**src/rtl/shift_pkg.sv**
```systemverilog
package shift_pkg;

  typedef enum logic [1:0] {
    SEL_PASS = 2'b00,
    SEL_LEFT = 2'b01,
    SEL_RLOG = 2'b10,
    SEL_RARI = 2'b11
  } stage_sel_e;

  typedef struct packed {
    stage_sel_e sel;
  } stage_strobe_t;

endpackage

```
**src/rtl/shift_ctrl.sv**
```systemverilog
module shift_ctrl
  import shift_pkg::*;
#(
  parameter int AMT_W = 5
) (
  input  logic [AMT_W-1:0]          shiftAmt,
  input  logic [1:0]                shiftMode,
  output stage_strobe_t [AMT_W-1:0] strobes
);

  stage_sel_e modeSel;
  assign modeSel = stage_sel_e'(shiftMode);

  for (genvar i = 0; i < AMT_W; i++) begin : g_strobe
    always_comb begin
      if (shiftAmt[i]) strobes[i].sel = modeSel;
      else             strobes[i].sel = SEL_PASS;
    end
  end

endmodule

```
**src/rtl/shift_stage.sv**
```systemverilog
module shift_stage
  import shift_pkg::*;
#(
  parameter int DATA_W = 32,
  parameter int STEP   = 1
) (
  input  logic [DATA_W-1:0] dIn,
  input  stage_sel_e        sel,
  output logic [DATA_W-1:0] dOut
);

  logic signBit;
  assign signBit = dIn[DATA_W-1];

  always_comb begin
    unique case (sel)
      SEL_PASS: dOut = dIn;
      SEL_LEFT: dOut = {dIn[DATA_W-1-STEP:0], {STEP{1'b0}}};
      SEL_RLOG: dOut = {{STEP{1'b0}}, dIn[DATA_W-1:STEP]};
      SEL_RARI: dOut = {{STEP{signBit}}, dIn[DATA_W-1:STEP]};
      default:  dOut = dIn;
    endcase
  end

endmodule

```
**src/rtl/shift_datapath.sv**
```systemverilog
module shift_datapath
  import shift_pkg::*;
#(
  parameter int DATA_W = 32,
  parameter int AMT_W  = 5
) (
  input  logic [DATA_W-1:0]         dataIn,
  input  stage_strobe_t [AMT_W-1:0] strobes,
  output logic [DATA_W-1:0]         dataOut
);

  logic [DATA_W-1:0] chain [AMT_W+1];

  assign chain[0] = dataIn;

  for (genvar k = 0; k < AMT_W; k++) begin : g_stage
    localparam int BIT_IDX = AMT_W - 1 - k;
    shift_stage #(
      .DATA_W(DATA_W),
      .STEP  (1 << BIT_IDX)
    ) u_stage (
      .dIn (chain[k]),
      .sel (strobes[BIT_IDX].sel),
      .dOut(chain[k+1])
    );
  end

  assign dataOut = chain[AMT_W];

endmodule

```
**src/rtl/barrel_shift_unit.sv**
```systemverilog
module barrel_shift_unit
  import shift_pkg::*;
#(
  parameter int DATA_W = 32,
  parameter int AMT_W  = $clog2(DATA_W)
) (
  input  logic [DATA_W-1:0] dataIn,
  input  logic [AMT_W-1:0]  shiftAmt,
  input  logic [1:0]        shiftMode,
  output logic [DATA_W-1:0] dataOut
);

  stage_strobe_t [AMT_W-1:0] strobes;

  shift_ctrl #(
    .AMT_W(AMT_W)
  ) u_ctrl (
    .shiftAmt (shiftAmt),
    .shiftMode(shiftMode),
    .strobes  (strobes)
  );

  shift_datapath #(
    .DATA_W(DATA_W),
    .AMT_W (AMT_W)
  ) u_dp (
    .dataIn (dataIn),
    .strobes(strobes),
    .dataOut(dataOut)
  );

endmodule

```
**config.mk**
```make
export PLATFORM = sky130hd
export DESIGN_NAME = barrel_shift_unit
export DESIGN_NICKNAME = d
export VERILOG_FILES = /design/src/rtl/shift_pkg.sv /design/src/rtl/shift_ctrl.sv /design/src/rtl/shift_stage.sv /design/src/rtl/shift_datapath.sv /design/src/rtl/barrel_shift_unit.sv
export SDC_FILE = /design/constraint.sdc
export NUM_CORES = 1
export LEC_CHECK = 0
export ABC_AREA = 0
export CORE_MARGIN = 5
export CORE_UTILIZATION = 32
export DETAILED_ROUTE_END_ITERATION = 10
export PLACE_DENSITY_LB_ADDON = 0.2
export SLEW_MARGIN = 0
export SYNTH_ARGS = -nofsm -noshare
export SYNTH_HDL_FRONTEND = slang
export SYNTH_HIERARCHICAL = 1
export SYNTH_SLANG_ARGS = --single-unit
```
**constraint.sdc**
```tcl
create_clock -name vclk -period 6.29
set_input_delay 0.629 -clock vclk [all_inputs]
set_output_delay 0.629 -clock vclk [all_outputs]
set_load 0.02 [all_outputs]
```
# Word level (Yosys, flattened, before mapping)
# Cells that the tools add are included.
[op_classes]
n_eq_ne = 15
n_mux = 10
n_reduce_logical = 5
[ops]
columns = ["operator", "count"]
rows = [
  ["32-bit one-hot mux with 4 select lines", 5],
  ["2-bit == test, second input constant", 10],
  ["2-bit by 1-bit == test with 1-bit output, second input constant", 5],
  ["2-bit logical NOT", 5],
  ["2-bit two-way mux", 5],
]
[word_totals]
ff_bits = 0
input_bits = 39
out_inout_bits = 32
elab_cells = 30

# Depth between registers and ports, before layout
# Gate-level depths: netlist of the first run.
[logic_depth]
ltp_word = 7
depth_mapped = 14
ltp_nobuf = 11

# Cells and area by module
# The synthesis of the first run kept the hierarchy.
[by_module_without_submodules]
columns = ["mod", "instances", "cells_each", "area_each_um2", "seq_area_each_um2"]
rows = [
  ["shift_stage (u_dp.g_stage[3].u_stage)", 1, 102, 699.4, 0.0],
  ["shift_stage (u_dp.g_stage[4].u_stage)", 1, 105, 676.9, 0.0],
  ["shift_stage (u_dp.g_stage[2].u_stage)", 1, 94, 653.1, 0.0],
  ["shift_stage (u_dp.g_stage[1].u_stage)", 1, 83, 628.1, 0.0],
  ["shift_stage (u_dp.g_stage[0].u_stage)", 1, 62, 584.3, 0.0],
  ["shift_ctrl", 1, 10, 62.6, 0.0],
]

# Worst setup path after synthesis of the first run
# Ideal clock, no wire load.
[synth_path]
path_type = "input -> output"
startpoint = "in shiftMode[1]"
endpoint = "out dataOut[31]"
t_arrival_ns = 3.476
required_ns = 5.661
slack_ns = 2.185
path_stages = 13
n_path_buf = 2
path_cell_list = "and2_1 buf_6 buf_12 mux2_4 a22o_1 mux2_1 a22o_1 mux2_4 a22o_1 mux2_4 a22o_1 mux2_4 a22o_1"
[synth_rtl]
columns = ["element", "line", "source"]
rows = [
  ["from (decl)", "barrel_shift_unit.sv:9", "input logic [1:0] shiftMode,"],
  ["to (decl)", "barrel_shift_unit.sv:10", "output logic [DATA_W-1:0] dataOut"],
]

==> impl_metrics.csv, run 1 <==
group,metric,value,unit
sta,rsz_0062_raised_after_global_routing,"false",
run_status,status,"finished clean",
yosys,yosys_warnings,6,
setup_path,end_kind,"primary output",
sta,setup_violations,0,
setup_path,cp_cell_sequence,"clkdlybuf4s50_1 -> and2_1 -> buf_4 -> mux2_4 -> a22o_1 -> mux2_1 -> a22o_1 -> mux2_4 -> a22o_1 -> mux2_4 -> a22o_1 -> mux2_4 -> a22o_1 -> clkdlybuf4s50_1",
floorplanning,dieWidth,111.6,um
detailed_routing,drc_violation_count_after_routing,0,
cts,cts_hold_repair.buffers,0,
cells_and_area,final_layout_size_suffix_gt1_frac,0.09053,
worst_hold_path,timing.hold.worst_path_depth,5,
global_routing,first_global_vias,3042,
sta,worstMarginPinSlew,966.2,ps
cts,cts_setup_buffers,0,
worst_hold_path,timing.hold.worst.start,"shiftAmt[0]",
setup_path,cp.required,5660,ps
detailed_routing,route.final.wire_length,9.222,mm
yosys,yosys-top-cells-count,"100 x sky130_fd_sc_hd__mux2i_1, 99 x sky130_fd_sc_hd__nand2_1, 73 x sky130_fd_sc_hd__o21ai_1",
power,powerDensity,125.7,mW/mm^2
run,max_cap_viol_count,0,
placed_design,buffer_ports.inserted,71,
global_routing,globalRouteMet2Util,0.2266,
yosys,synth_cell_types,19,
placed_design,final_weighted_congestion_in_routability_driven_placement,0.8124,
sta,tns,0,ps
detailed_routing,routedWlPerCell,14.83,um
cells_and_area,seq_cells,0,
detailed_routing,detail_route.first_pass.iterations,4,
sta,timing.max_slew.rel_slack,0.3559,
setup_path,cpMaxStageDelayCell,"sky130_fd_sc_hd__clkdlybuf4s50_1",
cells_and_area,areaGrowthSynthToFinish,17.61,%
floorplanning,initial_core_util,0.3244,
floorplanning,std_cell_rows,37,
detailed_routing,route.vias.total,3346,
yosys,post_synth_main_area_contributors,"sky130_fd_sc_hd__mux2i_1 30%, sky130_fd_sc_hd__a22o_1 16%, sky130_fd_sc_hd__nand2_1 11%",
global_routing,gr-max-usage-layer,"met2",
global_routing,maximum_number_of_pins_on_one_net_before_global_route_repair,64,
sta,layout_worst_path_cycle_share,0.8876,
setup_path,critPathArrivalTime,4950,ps
detailed_routing,route.detailed.vias_per_inst,5.379,
cells_and_area,final.fill_count,1084,
cts,post_cts_resize_count,0,
worst_hold_path,worst_hold_path_type,"in2out",
cells_and_area,num-clock-buffers,0,
global_routing,grt.total_usage,0.1362,
global_routing,globalRoute.totalOverflow,0,
yosys,netlist_area,0.003304,mm^2
global_routing,global_route_wire_length_before_repair,15.19,mm
worst_hold_path,hold-path-endpoint,"dataOut[18]",
setup_path,timing.critical_path.fanout_max,26,
power,vdd.ir_drop.worst,0.05208,mV
cells_and_area,ant_cells,0,
yosys,netlist.top_cell.by_area,"sky130_fd_sc_hd__mux2i_1",
yosys,gate_count_post_synth,456,
power,fin_total_pwr,0.0004886,W
cells_and_area,ff_latch_area,0,um^2
detailed_routing,detail_route.iter0.violations,118,
sta,hold_viol_final,0,
detailed_routing,ant_nets,0,
setup_path,startpoint_type,"primary input",
setup_path,slowest_delay,540,ps
setup_path,setup.worst_path.class,"in2out",
power,cellLeakagePower,1.396,nW
setup_path,critPathMostFrequentCell,"sky130_fd_sc_hd__a22o_1",
placed_design,hpwl,7.678,mm
global_routing,grtUsageMet3,0.01359,
yosys,synthesis.area_per_instance,7.247,um^2
sta,max_freq,179.1,MHz
cells_and_area,numnets_final,527,
yosys,postSynthNetCount,495,
floorplanning,die_area,0.01246,mm^2
floorplanning,die_height,111.6,um
setup_path,critical_path.top_delay_family,"buffers and inverters",
sta,final_max_tran_viols,0,
global_routing,initial_antenna_violation_count,0,
sta,period_needed,5583,ps
yosys,yosysSeqAreaShare,0,
floorplanning,design.portCount,71,
setup_path,crit_buf_inv,3,
global_routing,grt_util_met1,0.2020,
yosys,synth_most_common_cell,"sky130_fd_sc_hd__mux2i_1",
yosys,synth_top_area_share,0.3029,
floorplanning,design.core.area,0.01018,mm^2
-- through the flow --
step	hold slack, ps	util	cell area, um^2	setup WS [ps]	instances
floorplan	1726	-	3304	2185	456
global placement	2908	0.3816	3886	755.0	622
detailed placement	2916	0.3816	3886	680.6	622
CTS	2919	0.3816	3886	669.6	622
global route	3000	0.3816	3886	455.1	622
finish	2900	0.3816	3886	707.2	622
-- worst max path at each step --
stage	cells after the start	slack (ps)	from	end
final	14	710	shiftMode[1]	dataOut[31]
after global routing	14	460	shiftMode[1]	dataOut[31]
after CTS	14	670	shiftMode[1]	dataOut[31]
after detailed placement	14	680	shiftMode[1]	dataOut[31]
after global placement	14	760	shiftMode[1]	dataOut[31]
after floorplan	13	2190	shiftMode[1]	dataOut[31]
-- where the power goes --
group,switching [W],internal (W),total [W],leakage [nW]
registers,0,0,0,0
logic,0.000266,0.000222,0.000489,1.40
clock network,0,0,0,0
total,0.000266,0.000222,0.000489,1.40
-- kinds of logic (layout without fill, tap and decap cells) --
kind of cell / count (synthesis) / after routing / share of synthesized area
AOI/OAI and AO/OA: 159 / 159 / 0.3090
muxes: 130 / 130 / 0.4313
and+or+nand+nor: 116 / 116 / 0.1454
buffers and inverters: 51 / 81 / 0.1143
-- layer usage --
metal	up-vias	wire, um
met3	0	436
met4	0	0
met2	82	3929
li1	1734	-
met5	-	0
met1	1530	4856
-- placed cells by master (no fill, tap or decap) --
cell type                         synthesis  routed
sky130_fd_sc_hd__a22o_1                  60      60
sky130_fd_sc_hd__and2_1                  10       7
sky130_fd_sc_hd__and2_2                   0       3
sky130_fd_sc_hd__buf_4                    6      10
sky130_fd_sc_hd__clkdlybuf4s50_1          0      71
sky130_fd_sc_hd__mux2_1                   1       1
sky130_fd_sc_hd__mux2_2                   6       6
sky130_fd_sc_hd__mux2_4                  23      23
sky130_fd_sc_hd__mux2i_1                100     100
sky130_fd_sc_hd__nand2_1                 99      99
sky130_fd_sc_hd__nand2b_1                 2       2
sky130_fd_sc_hd__nor2_1                   3       3
sky130_fd_sc_hd__nor2_4                   2       2
sky130_fd_sc_hd__o21ai_0                 26      26
sky130_fd_sc_hd__o21ai_1                 73      73
-- layout make-up --
class              instances  area, um^2  area share
repair buffers            81       785.8      0.2022
well taps                136       170.2     0.04379
multi-input cells        405        2930      0.7540
Note: power is estimated with default switching activity, not from simulation.
==> inputs of run 2 (changes only) <==
- SLEW_MARGIN: 0 -> unset
- TNS_END_PERCENT: unset -> 5
==> results of run 2 <==
No change in the layout: final DEF, timing and power equal those of run 1.
==> inputs of run 3 (changes only) <==
- ABC_CLOCK_PERIOD_IN_PS: unset -> 6290
- SYNTH_HIERARCHICAL: 1 -> unset
==> impl_metrics.csv, run 3 <==
group,metric,value,unit
yosys,gate_count_post_synth,725,
setup_path,cpMaxStageDelayCell,"sky130_fd_sc_hd__clkdlybuf4s50_1",
setup_path,timing.critical_path.fanout_max,24,
sta,timing.max_slew.rel_slack,0.3184,
global_routing,maximum_number_of_pins_on_one_net_before_global_route_repair,55,
detailed_routing,route.final.wire_length,27.41,mm
floorplanning,std_cell_rows,43,
sta,final_max_tran_viols,0,
cells_and_area,finalNonFillerCells,927,
cells_and_area,final.fill_count,1488,
setup_path,setup.worst_path.start,"dataIn[31]",
setup_path,critical_path.top_delay_family,"buffers and inverters",
sta,rsz_0062_raised_after_global_routing,"false",
cells_and_area,numnets_final,788,
run,max_cap_viol_count,0,
yosys,postSynthNetCount,764,
floorplanning,die_area,0.01651,mm^2
sta,tns,0,ps
detailed_routing,detail_route.iter0.violations,1300,
cells_and_area,final_layout_size_suffix_gt1_frac,0.08032,
setup_path,cp.required,5660,ps
sta,hold_viol_final,0,
cells_and_area,multi_input_area,0.004056,mm^2
setup_path,critPathMostFrequentCell,"sky130_fd_sc_hd__clkdlybuf4s50_1",
cts,cts_setup_buffers,0,
cells_and_area,ff_latch_area,0,um^2
power,vdd.ir_drop.worst,0.03378,mV
yosys,synthesis.area_per_instance,6.199,um^2
setup_path,end_kind,"primary output",
global_routing,initial_antenna_violation_count,0,
floorplanning,initial_core_util,0.3250,
detailed_routing,route.vias.total,6840,
cts,post_cts_resize_count,0,
power,cellLeakagePower,1.794,nW
global_routing,globalRoute.totalOverflow,0,
setup_path,setup.worst_path.class,"in2out",
setup_path,worstSetupPathDepth,10,
cells_and_area,layout.cells.most_common_list,"92 x sky130_fd_sc_hd__nor2_1, 68 x sky130_fd_sc_hd__nand2_1, 68 x sky130_fd_sc_hd__clkdlybuf4s50_1, 57 x sky130_fd_sc_hd__o21ai_0, 45 x sky130_fd_sc_hd__a21oi_1",
cells_and_area,finish.utilization,0.3758,
power,sequentialPowerShare,0,
setup_path,critPathArrivalTime,4830,ps
detailed_routing,routedWlPerCell,29.57,um
cells_and_area,ant_cells,0,
detailed_routing,ant_nets,0,
yosys,synth_top_area_share,0.07684,
power,clockPowerShare,0,
global_routing,grtUsageMet3,0.06310,
sta,worstMarginPinSlew,1022,ps
yosys,netlist_area,0.004494,mm^2
placed_design,placed_cells,927,
worst_hold_path,worst_hold_path_type,"in2out",
power,swShare,0.6387,
cells_and_area,num-clock-buffers,0,
placed_design,final_weighted_congestion_in_routability_driven_placement,1.068,
run_status,status,"finished clean",
global_routing,first_global_vias,6374,
global_routing,grt_util_met1,0.4239,
yosys,yosysSeqAreaShare,0,
yosys,post_synth_main_area_contributors,"sky130_fd_sc_hd__nor2_1 7.7%, sky130_fd_sc_hd__o21ai_0 6.3%, sky130_fd_sc_hd__nand2_1 5.7%",
yosys,netlist.top_cell.by_area,"sky130_fd_sc_hd__nor2_1",
sta,layout_worst_path_cycle_share,0.8685,
detailed_routing,detail_route.first_pass.iterations,7,
power,powerDensity,121.6,mW/mm^2
sta,period_needed,5463,ps
power,power.share.combinational,1.000,
floorplanning,design.core.area,0.01383,mm^2
global_routing,grt.total_usage,0.3148,
floorplanning,dieWidth,128.5,um
floorplanning,die_height,128.5,um
cells_and_area,areaGrowthSynthToFinish,15.62,%
setup_path,slowest_delay,1120,ps
yosys,synth_cell_types,85,
placed_design,hpwl,20.38,mm
setup_path,startpoint_type,"primary input",
detailed_routing,route.detailed.vias_per_inst,7.379,
power,cellInternalPower,0.0002282,W
sta,setup_violations,0,
global_routing,global_route_wire_length_before_repair,40.61,mm
sta,finalWorstSetupSlack,826.9,ps
detailed_routing,drc_violation_count_after_routing,0,
setup_path,cp_cell_sequence,"clkdlybuf4s50_1 -> and3_1 -> nor2_1 -> a221o_1 -> o21a_1 -> nor4_1 -> o21bai_2 -> a311oi_1 -> a2111oi_1 -> clkdlybuf4s50_1",
global_routing,globalRouteMet2Util,0.4867,
yosys,synth_most_common_cell,"sky130_fd_sc_hd__nor2_1",
power,total_switching_power,0.0004035,W
yosys,yosys-top-cells-count,"92 x sky130_fd_sc_hd__nor2_1, 68 x sky130_fd_sc_hd__nand2_1, 57 x sky130_fd_sc_hd__o21ai_0",
cts,cts_hold_repair.buffers,0,
placed_design,preCtsSetupSlack,1048,ps
cells_and_area,seq_cells,0,
yosys,yosys_warnings,0,
global_routing,gr-max-usage-layer,"met2",
sta,max_freq,183.0,MHz
placed_design,buffer_ports.inserted,71,
setup_path,crit_buf_inv,2,
setup_path,endpoint,"dataOut[22]",
floorplanning,design.portCount,71,
cells_and_area,final_common_cell,"sky130_fd_sc_hd__nor2_1",
## run 3: cell count changes in the layout (fill, tap and decap cells not counted), moves of 45 or more
cell                      delta
sky130_fd_sc_hd__a21oi_1    +45
sky130_fd_sc_hd__a22o_1     -58
sky130_fd_sc_hd__mux2i_1    -90
sky130_fd_sc_hd__nor2_1     +89
sky130_fd_sc_hd__o21ai_1    -65
## run 3: worst min-delay path: cells and delay by family
family                 cells  cell delay, ps
AO/OA/AOI/OAI              2             320
buffers and inverters      2             890
## run 3: how the worst min path moves through the flow
stage | cells after the start | startpoint | slack, ps | end
2_1_floorplan | 2 | dataIn[7] | 1450 | dataOut[7]
3_3_place_gp | 4 | shiftMode[0] | 2470 | dataOut[4]
3_5_place_dp | 4 | shiftMode[0] | 2470 | dataOut[4]
4_1_cts | 4 | shiftMode[0] | 2480 | dataOut[4]
5_1_grt | 4 | shiftMode[0] | 2520 | dataOut[4]
6_report | 4 | shiftMode[0] | 2500 | dataOut[4]
## run 3: final cells by class
cell class,count,area share
inverters,7,0.005057
multi-input cells,645,0.7806
repair buffers,95,0.1710
well taps,180,0.04334
## run 3: layer usage
metal	vias up	share of wire
met5	-	0
met4	0	0.061
met3	136	0.11
met2	582	0.43
met1	3229	0.40
li1	2893	-
## run 3: per-stage QoR
| stage | power (W) | hold WS, ps | cell area [um^2] |
|---|---|---|---|
| 3_5_place_dp | 0.0006056 | 2475 | 5196 |
| 6_report | 0.0006317 | 2496 | 5196 |
| 4_1_cts | 0.0006087 | 2476 | 5196 |
| 2_1_floorplan | 0.0003706 | 1454 | 4494 |
| 3_3_place_gp | 0.0006071 | 2469 | 5196 |
| 5_1_grt | 0.0006566 | 2525 | 5196 |
## run 3: logic make-up (layout without fill, tap and decap cells)
family	after synthesis	after routing	share of synthesized area
buffers and inverters	80	102	0.09744
AOI/OAI and AO/OA	335	335	0.5512
muxes	13	13	0.02979
and+or+nand+nor	296	296	0.3196
xor gates and xnor gates	1	1	0.001949
## run 3: power groups by stage
stage	combinational [W]	clock, W	sequential, W
2_1_floorplan	0.000371	0	0
3_3_place_gp	0.000607	0	0
3_5_place_dp	0.000606	0	0
4_1_cts	0.000609	0	0
5_1_grt	0.000657	0	0
6_report	0.000632	0	0
